$ cat src/rtl/syncq_pkg.sv
package syncq_pkg;

  // Strobes issued by the control to the storage datapath.
  typedef struct packed {
    logic push;
    logic pop;
  } qStrobe_t;

endpackage

$ cat src/rtl/syncq_store.sv
module syncq_store
  import syncq_pkg::*;
#(
  parameter int DATA_W = 8,
  parameter int DEPTH  = 4,
  localparam int ADDR_W = (DEPTH > 1) ? $clog2(DEPTH) : 1
) (
  input  logic              clk,
  input  logic              rst,
  input  qStrobe_t          stb,
  input  logic [ADDR_W-1:0] wrAddr,
  input  logic [ADDR_W-1:0] rdAddr,
  input  logic [DATA_W-1:0] wrData,
  output logic [DATA_W-1:0] rdData
);

  logic [DATA_W-1:0] mem [DEPTH];
  logic [DATA_W-1:0] outQ;

  // Storage array: the pop samples the old word even when the push hits the same slot.
  always_ff @(posedge clk) begin
    if (stb.push) mem[wrAddr] <= wrData;
  end

  always_ff @(posedge clk) begin
    if (rst)          outQ <= '0;
    else if (stb.pop) outQ <= mem[rdAddr];
  end

  assign rdData = outQ;

endmodule

$ cat src/rtl/syncq_ctrl.sv
module syncq_ctrl
  import syncq_pkg::*;
#(
  parameter int DEPTH = 4,
  localparam int ADDR_W = (DEPTH > 1) ? $clog2(DEPTH) : 1,
  localparam int CNT_W  = $clog2(DEPTH + 1)
) (
  input  logic              clk,
  input  logic              rst,
  input  logic              wrEn,
  input  logic              rdEn,
  input  logic [CNT_W-1:0]  hiMark,
  input  logic [CNT_W-1:0]  loMark,
  input  logic              errIrqEn,
  input  logic              markIrqEn,
  input  logic              irqClr,
  output qStrobe_t          stb,
  output logic [ADDR_W-1:0] wrAddr,
  output logic [ADDR_W-1:0] rdAddr,
  output logic              wrAck,
  output logic              wrErr,
  output logic              rdAck,
  output logic              rdErr,
  output logic              full,
  output logic              empty,
  output logic [CNT_W-1:0]  level,
  output logic              hiFlag,
  output logic              loFlag,
  output logic              irq
);

  localparam logic [CNT_W-1:0] LEVEL_MAX = CNT_W'(DEPTH);

  logic [ADDR_W-1:0] wrPtr, rdPtr, wrPtrNext, rdPtrNext;
  logic [CNT_W-1:0]  levelQ, levelNext;
  logic              rdOk, wrOk;
  logic              hiEvt, loEvt, errEvt, irqSet;
  logic              wrAckQ, wrErrQ, rdAckQ, rdErrQ, irqQ;

  // Acceptance: a read needs data; a write needs space or a paired read.
  assign rdOk = rdEn && (levelQ != '0);
  assign wrOk = wrEn && ((levelQ != LEVEL_MAX) || rdOk);

  // Pointer advance: a power-of-two depth wraps naturally, other depths compare.
  generate
    if ((1 << ADDR_W) == DEPTH) begin : g_wrapPow2
      assign wrPtrNext = wrPtr + ADDR_W'(1);
      assign rdPtrNext = rdPtr + ADDR_W'(1);
    end else begin : g_wrapCmp
      assign wrPtrNext = (wrPtr == ADDR_W'(DEPTH - 1)) ? '0 : wrPtr + ADDR_W'(1);
      assign rdPtrNext = (rdPtr == ADDR_W'(DEPTH - 1)) ? '0 : rdPtr + ADDR_W'(1);
    end
  endgenerate

  always_comb begin
    levelNext = levelQ;
    unique case ({wrOk, rdOk})
      2'b10:   levelNext = levelQ + CNT_W'(1);
      2'b01:   levelNext = levelQ - CNT_W'(1);
      default: levelNext = levelQ;
    endcase
  end

  // Interrupt sources: rejected requests and threshold crossings.
  assign errEvt = (wrEn && !wrOk) || (rdEn && !rdOk);
  assign hiEvt  = wrOk && !rdOk && (levelNext == hiMark);
  assign loEvt  = rdOk && !wrOk && (levelNext == loMark);
  assign irqSet = (errIrqEn && errEvt) || (markIrqEn && (hiEvt || loEvt));

  always_ff @(posedge clk) begin
    if (rst) begin
      wrPtr  <= '0;
      rdPtr  <= '0;
      levelQ <= '0;
      wrAckQ <= 1'b0;
      wrErrQ <= 1'b0;
      rdAckQ <= 1'b0;
      rdErrQ <= 1'b0;
      irqQ   <= 1'b0;
    end else begin
      if (wrOk) wrPtr <= wrPtrNext;
      if (rdOk) rdPtr <= rdPtrNext;
      levelQ <= levelNext;
      wrAckQ <= wrOk;
      wrErrQ <= wrEn && !wrOk;
      rdAckQ <= rdOk;
      rdErrQ <= rdEn && !rdOk;
      irqQ   <= irqSet || (irqQ && !irqClr);
    end
  end

  assign stb.push = wrOk;
  assign stb.pop  = rdOk;
  assign wrAddr   = wrPtr;
  assign rdAddr   = rdPtr;

  assign wrAck  = wrAckQ;
  assign wrErr  = wrErrQ;
  assign rdAck  = rdAckQ;
  assign rdErr  = rdErrQ;
  assign irq    = irqQ;
  assign level  = levelQ;
  assign full   = (levelQ == LEVEL_MAX);
  assign empty  = (levelQ == '0);
  assign hiFlag = (levelQ >= hiMark);
  assign loFlag = (levelQ <= loMark);

endmodule

$ cat src/rtl/syncq_top.sv
module syncq_top
  import syncq_pkg::*;
#(
  parameter int DATA_W = 8,
  parameter int DEPTH  = 4,
  localparam int ADDR_W = (DEPTH > 1) ? $clog2(DEPTH) : 1,
  localparam int CNT_W  = $clog2(DEPTH + 1)
) (
  input  logic              clk,
  input  logic              rst,
  input  logic              wrEn,
  input  logic [DATA_W-1:0] wrData,
  input  logic              rdEn,
  input  logic [CNT_W-1:0]  hiMark,
  input  logic [CNT_W-1:0]  loMark,
  input  logic              errIrqEn,
  input  logic              markIrqEn,
  input  logic              irqClr,
  output logic              wrAck,
  output logic              wrErr,
  output logic              rdAck,
  output logic              rdErr,
  output logic [DATA_W-1:0] rdData,
  output logic              full,
  output logic              empty,
  output logic [CNT_W-1:0]  level,
  output logic              hiFlag,
  output logic              loFlag,
  output logic              irq
);

  qStrobe_t          stb;
  logic [ADDR_W-1:0] wrAddr, rdAddr;

  syncq_ctrl #(.DEPTH(DEPTH)) uCtrl (
    .clk(clk), .rst(rst), .wrEn(wrEn), .rdEn(rdEn),
    .hiMark(hiMark), .loMark(loMark),
    .errIrqEn(errIrqEn), .markIrqEn(markIrqEn), .irqClr(irqClr),
    .stb(stb), .wrAddr(wrAddr), .rdAddr(rdAddr),
    .wrAck(wrAck), .wrErr(wrErr), .rdAck(rdAck), .rdErr(rdErr),
    .full(full), .empty(empty), .level(level),
    .hiFlag(hiFlag), .loFlag(loFlag), .irq(irq)
  );

  syncq_store #(.DATA_W(DATA_W), .DEPTH(DEPTH)) uStore (
    .clk(clk), .rst(rst), .stb(stb),
    .wrAddr(wrAddr), .rdAddr(rdAddr),
    .wrData(wrData), .rdData(rdData)
  );

endmodule

$ cat config.mk
export PLATFORM = sky130hd
export DESIGN_NAME = syncq_top
export DESIGN_NICKNAME = d
export VERILOG_FILES = /design/src/rtl/syncq_pkg.sv /design/src/rtl/syncq_store.sv /design/src/rtl/syncq_ctrl.sv /design/src/rtl/syncq_top.sv
export SDC_FILE = /design/constraint.sdc
export NUM_CORES = 1
export LEC_CHECK = 0
export ABC_AREA = 1
export BUFFER_PORTS_ARGS = -buffer_cell sky130_fd_sc_hd__buf_2
export CORE_UTILIZATION = 55
export DETAILED_ROUTE_END_ITERATION = 8
export PLACE_DENSITY = 0.79
export SLEW_MARGIN = 25
export SYNTH_ARGS = -nofsm -noshare
export SYNTH_HDL_FRONTEND = slang
export SYNTH_SLANG_ARGS = --single-unit
$ cat constraint.sdc
create_clock -name clk -period 2.3 [get_ports clk]
set_clock_uncertainty 0.15 [all_clocks]
set_input_delay 0.23 -clock clk [delete_from_list [all_inputs] [get_ports clk]]
set_output_delay 0.23 -clock clk [all_outputs]
set_load 0.01 [all_outputs]
# After elaboration in Yosys (flattened, before gate mapping)
# Memory sizes are Yosys's and may differ from the RTL's. A register that Yosys moved wholly into a read port is not among the register bits.
# Index checks and enable logic that the tools add are counted.
dict set report word_totals {
  reg_bits 12
  latchBits 0
  ram_bits 32
  mem_bits_ro 0
  out_inout_bits 20
  word_cells 45
  n_memories 1
}
# name depth width read_ports rd_clocked_by_memory_dff write_ports line_no
set memory_table {}
lappend memory_table {uStore.mem 4 8 1 1 1 syncq_store.sv:17} ;# logic [DATA_W-1:0] mem [DEPTH];
dict set report op_classes {
  n_addsub 4
  multipliers 0
  div 0
  order_cmp 2
  n_eq_ne 6
  shift 0
  mux 3
  n_bitwise 0
  reduce_logical 21
}
# op n
set ops {}
lappend ops {{1-bit logical AND} 11}
lappend ops {{3-bit == test} 2}
lappend ops {{3-bit case mux with 2 select lines} 1}
lappend ops {{1-bit logical OR} 5}
lappend ops {{2-bit by 1-bit adder with 2-bit output, second input constant} 2}
lappend ops {{3-bit by 1-bit adder with 3-bit output, second input constant} 1}
lappend ops {{3-bit == test, second input constant} 1}
lappend ops {{3-bit >= comparator} 1}
lappend ops {{3-bit <= comparator} 1}
lappend ops {{1-bit logical NOT} 3}
lappend ops {{3-bit logical NOT} 1}
lappend ops {{3-bit != test, second input constant} 1}
lappend ops {{3-bit nonzero test} 1}
lappend ops {{3-bit by 1-bit subtractor with 3-bit output, second input constant} 1}
lappend ops {{2-bit by 1-bit == test with 1-bit output, second input constant} 1}
lappend ops {{2-bit == test, second input constant} 1}
lappend ops {{1-bit 2-to-1 mux} 2}

# Depth between registers and ports, before layout
dict set report depth {
  word_depth 12
  depth_mapped 16
  ltp_nobuf 16
}

# Modules after synthesis
# From an unflattened synthesis, not the netlist that was laid out.
dict set report hier_totals {
  hier_cells 253
  hier_area_um2 2431.1
}
# mod instances cells_per_inst area_per_inst_um2 seq_area_each_um2
set modules_own_cells {}
lappend modules_own_cells {syncq_store 1 127 1559.0 1121.1}
lappend modules_own_cells {syncq_ctrl 1 126 872.1 240.2}

# Worst setup path after synthesis
# Ideal clock, no wire load.
dict set report synth_timing {
  path_type {register to register}
  start {register uCtrl.levelQ[2], in the netlist uCtrl.level[2]}
  end {register uCtrl.irqQ, in the netlist uCtrl.irq}
  setup_ps 70
  arrival_time_ps 1986
  required_time_ps 2080
  path_slack_ps 94
  path_stages_with_launch 15
  path_buffers 0
  period_less_slack_ps 2206
  cell_sequence {dfxtp_1 -> inv_1 -> a21oi_4 -> nand2_4 -> inv_1 -> fa_1 -> inv_1 -> nand2_1 -> nand2_1 -> nor2_1 -> a21oi_1 -> nand3_1 -> nand2_1 -> nand2_1 -> a21oi_1}
}
dict set report synth_via {
  elab_chain_cells 12
  word_cells_on_any_way 26
}
# element line_no
set synth_rtl {}
lappend synth_rtl {{start: declaration} syncq_ctrl.sv:35} ;# logic [CNT_W-1:0] levelQ, levelNext;
lappend synth_rtl {{start signal: assignment} syncq_ctrl.sv:83} ;# levelQ <= levelNext;
lappend synth_rtl {{3-bit nonzero test} syncq_ctrl.sv:41} ;# assign rdOk = rdEn && (levelQ != '0);
lappend synth_rtl {{1-bit logical AND} syncq_ctrl.sv:41}
lappend synth_rtl {{1-bit logical OR} syncq_ctrl.sv:42} ;# assign wrOk = wrEn && ((levelQ != LEVEL_MAX) || rdOk);
lappend synth_rtl {{1-bit logical AND} syncq_ctrl.sv:42}
lappend synth_rtl {{2-bit by 1-bit == test with 1-bit output or 2-bit == test (tied branches)} syncq_ctrl.sv:57} ;# unique case ({wrOk, rdOk})
lappend synth_rtl {{3-bit case mux with 2 select lines} syncq_ctrl.sv:57}
lappend synth_rtl {{3-bit == test (on tied branches)} {syncq_ctrl.sv:66, syncq_ctrl.sv:67}}
lappend synth_rtl {{1-bit logical AND (on tied branches)} {syncq_ctrl.sv:66, syncq_ctrl.sv:67}}
lappend synth_rtl {{1-bit logical OR} syncq_ctrl.sv:68} ;# assign irqSet = (errIrqEn && errEvt) || (markIrqEn && (hiEvt || loEvt));
lappend synth_rtl {{1-bit logical AND} syncq_ctrl.sv:68}
lappend synth_rtl {{1-bit logical OR *} syncq_ctrl.sv:68}
lappend synth_rtl {{1-bit logical OR *} syncq_ctrl.sv:88} ;# irqQ <= irqSet || (irqQ && !irqClr);
lappend synth_rtl {{end signal: assignment} syncq_ctrl.sv:88}
lappend synth_rtl {{end: declaration} syncq_ctrl.sv:38} ;# logic wrAckQ, wrErrQ, rdAckQ, rdErrQ, irqQ;
# Every way passes the cells marked *; elsewhere a longest branch is shown, timed or not.
# A chain may end at the register's enable or synchronous reset.

# Final worst setup path
dict set report layout_timing {
  start {register uCtrl.levelQ[0], in the netlist uCtrl.level[0]}
  end {register uCtrl.irqQ, in the netlist uCtrl.irq}
}
# The elaborated chain is that of the path after synthesis.

==> results by group <==
Outcome
  • Status: complete, no violations

Timing
  • Relative slew margins: 70.04%
  • Max-slew violation count: 0
  • Final period utilization: 92.54%
  • Least-Margin Pin Slew: 0.4490 ns
  • Fin. Hold Viols: 0
  • Setup ws final: 0.1716 ns
  • Period minus WS final: 2.128 ns
  • RSZ-0062 raised after global routing: false
  • Setup violators final: 0
  • Max Clk Rate: 469.8 MHz
  • Setup TNS: 0 ns

Critical path
  • R2r setup slk: 0.17 ns
  • R2R depth: 15
  • CP Launch Type: flop
  • Setup Crit Path Kind: reg -> reg
  • CP Max Fanout: 7
  • Crit path capture type: flop
  • Crit path DAT: 2.22 ns
  • Worst EP required: 2.39 ns

Floorplanning
  • Initial Util: 57.88%
  • Num ports: 41
  • Core footprint: 0.004058 mm^2
  • Row count: 23
  • Die Area: 0.004535 mm^2
  • Die Ht: 67.35 um
  • Die X: 67.35 um

Routing
  • Via/cell ratio: 5.208
  • Drt first-iter violations: 139
  • Drt pass-1 iters: 4
  • Final wirelength: 4.603 mm
  • WL met2: 2.282 mm
  • Max Used Layer: met4
  • DRC: 0
  • Post-Route M1 WL: 2.097 mm
  • Antenna-violating nets left: 0
  • Wire length on met3: 176 um
  • Via count: 1,854
  • Routed len/inst: 12.93 um

Global route
  • Total grt overflow: 0
  • Number of global-route vias before repair: 1,704
  • Largest net degree at the start of global routing: 18
  • GRT Util Overall: 22.82%
  • Global-route wire length before repair: 7.431 mm
  • Initial antenna violation count: 0

Clock network
  • CTS tree: done
  • Clock buffer depth: 2
  • CTS Buf Count: 5
  • H-Tree Depth: 2
  • Clock Latency Late Sink: 0.30 ns
  • Clock Sinks: 52
  • Clock slew at reported path FFs: 0.09 ns
  • Root buffer cell: clkbuf_8

Yosys
  • Synthesized cell area: 0.002349 mm^2
  • Synth Register Bits: 52
  • Distinct cells, synth: 24
  • Cell count after synthesis: 247
  • Post-synthesis simple-gate area fraction: 19.02%
  • Syn avg cell area: 9.508 um^2
  • Post-synth net total: 279
  • Sequential element share of the synthesized area: 57.96%
  • Post-synthesis compound-gate area fraction: 11.56%
  • Mux cell area share after synthesis: 0%
  • Post-Synth XOR/XNOR Area: 0%
  • Main combinational cell family by area after synthesis: simple AND/OR/NAND/NOR gates
  • YS warnings: 0
  • Synth Area in Adders: 6.180%

Hold path
  • Hold Path Depth: 1
  • Worst min path class: in -> reg

Pwr
  • Peak VDD IR: 0.5977 mV
  • Power density over the cells: 850.6 mW/mm^2
  • Leak Pwr: 1.267 nW

Place
  • Cell Area, Placed: 0.002660 mm^2
  • PortBufs: 40
  • Final HPWL DP: 3.203 mm
  • Pre-CTS setup slack: 0.1875 ns
  • Gp weighted congestion: 0.8092

Finish
  • Share of post-route cells with drive strength above 1: 22.88%
  • Area growth syn-to-layout: 20.67%
  • Nets: 337
  • Ant. Diodes: 0
  • Fin area: 0.002834 mm^2
  • Most frequent cells in the layout: nor2_1, buf_2, edfxtp_1
  • Core Util, Final: 69.84%
  • Most common cell after layout, fill and taps aside: nor2_1

Run
  • Max-cap check violation count: 0
-- per-layer routing --
layer	up-vias	GRT usage [%]
met3	4	5.068
met5	-	0
met1	859	27.43
met4	0	6.383
met2	42	40.75
li1	949	-
-- worst paths after layout --
kind / startpoint / to
setup / recovery: uCtrl.level[0] / uCtrl.irq
hold / removal: wrData[4] / uStore.mem[3][4]
setup reg to reg: uCtrl.level[0] / uCtrl.irq
hold reg to reg: uCtrl.wrAddr[1] / uCtrl.wrAddr[1]
-- kinds of logic after synthesis --
group | Yosys count
flip-flops | 52
AND/OR/NAND/NOR | 102
AO/OA/AOI/OAI | 49
buffers and inverters | 33
adder cells (fa/ha/maj) | 11
-- critical path, cell delays in order, from the launching register on --
cell	delay [ns]
dfxtp_2	0.35
nor2_4	0.14
a21oi_4	0.08
nand2_4	0.10
inv_1	0.07
fa_1	0.49
inv_1	0.04
nand2_1	0.05
nand2_1	0.09
nand2_1	0.08
nand2_1	0.05
nor2_1	0.10
nand2_1	0.06
nand2_1	0.07
nand2_1	0.06
a21oi_2	0.10
-- per-stage QoR --
step	std cells	power [mW]	hold slack, ns
6_report	356	2.411	0.02045
2_1_floorplan	247	1.640	0.1789
5_1_grt	356	2.578	0.001078
3_3_place_gp	340	1.868	0.2920
4_1_cts	354	2.400	0.0004942
3_5_place_dp	340	1.896	0.2954
-- cell usage after synthesis --
cell type | count | area, um^2
nand4_1 | 1 | 6.260
nand3_1 | 16 | 80.08
edfxtp_1 | 32 | 960.9
clkinv_1 | 1 | 3.750
o211ai_1 | 1 | 7.510
inv_1 | 24 | 90.09
nor2_4 | 1 | 11.26
nor2_1 | 49 | 183.9
dfxtp_1 | 20 | 400.4
o21ai_0 | 30 | 150.1
nand2_4 | 1 | 11.26
buf_1 | 1 | 3.750
a21oi_4 | 1 | 16.27
a21oi_1 | 8 | 40.04
a22oi_1 | 1 | 7.510
ha_1 | 10 | 125.1
a31oi_1 | 8 | 50.05
fa_1 | 1 | 20.02
clkbuf_1 | 6 | 22.52
nand3_4 | 1 | 17.52
nand2_1 | 29 | 108.9
nand2_2 | 2 | 12.51
inv_2 | 1 | 3.750
nand3b_1 | 2 | 15.01
-- cell type report --
class	instances	area (um^2)
well taps	50	62.56
clock buffers	6	72.57
inverters	26	97.59
multi-input cells	162	872.1
repair buffers	58	352.8
fillers	321	1224
clock inverters	2	13.76
flip-flops and latches	52	1363
-- timing repair --
item	4_1_cts	5_1_grt
hold endpoints to repair	18	4
gates resized for setup	0	5
setup buffers	0	1
endpoints found under the setup margin	0	1
hold buffers	6	1
-- flip-flops by register name, summed over array words and instances (netlist names) --
name           count
uStore.mem        32
uStore.rdData      8
uCtrl.level        3
uCtrl.rdAddr       2
uCtrl.wrAddr       2
uCtrl.irq          1
uCtrl.rdAck        1
uCtrl.rdErr        1
uCtrl.wrAck        1
uCtrl.wrErr        1
-- power breakdown --
| part | switching, mW | internal (mW) | leakage, nW |
|---|---|---|---|
| logic | 0.474 | 0.298 | 0.762 |
| registers | 0.0443 | 1.09 | 0.459 |
| clock network | 0.288 | 0.217 | 0.0456 |
| total | 0.806 | 1.61 | 1.27 |
No activity file was read; power rests on OpenSTA's default activity.
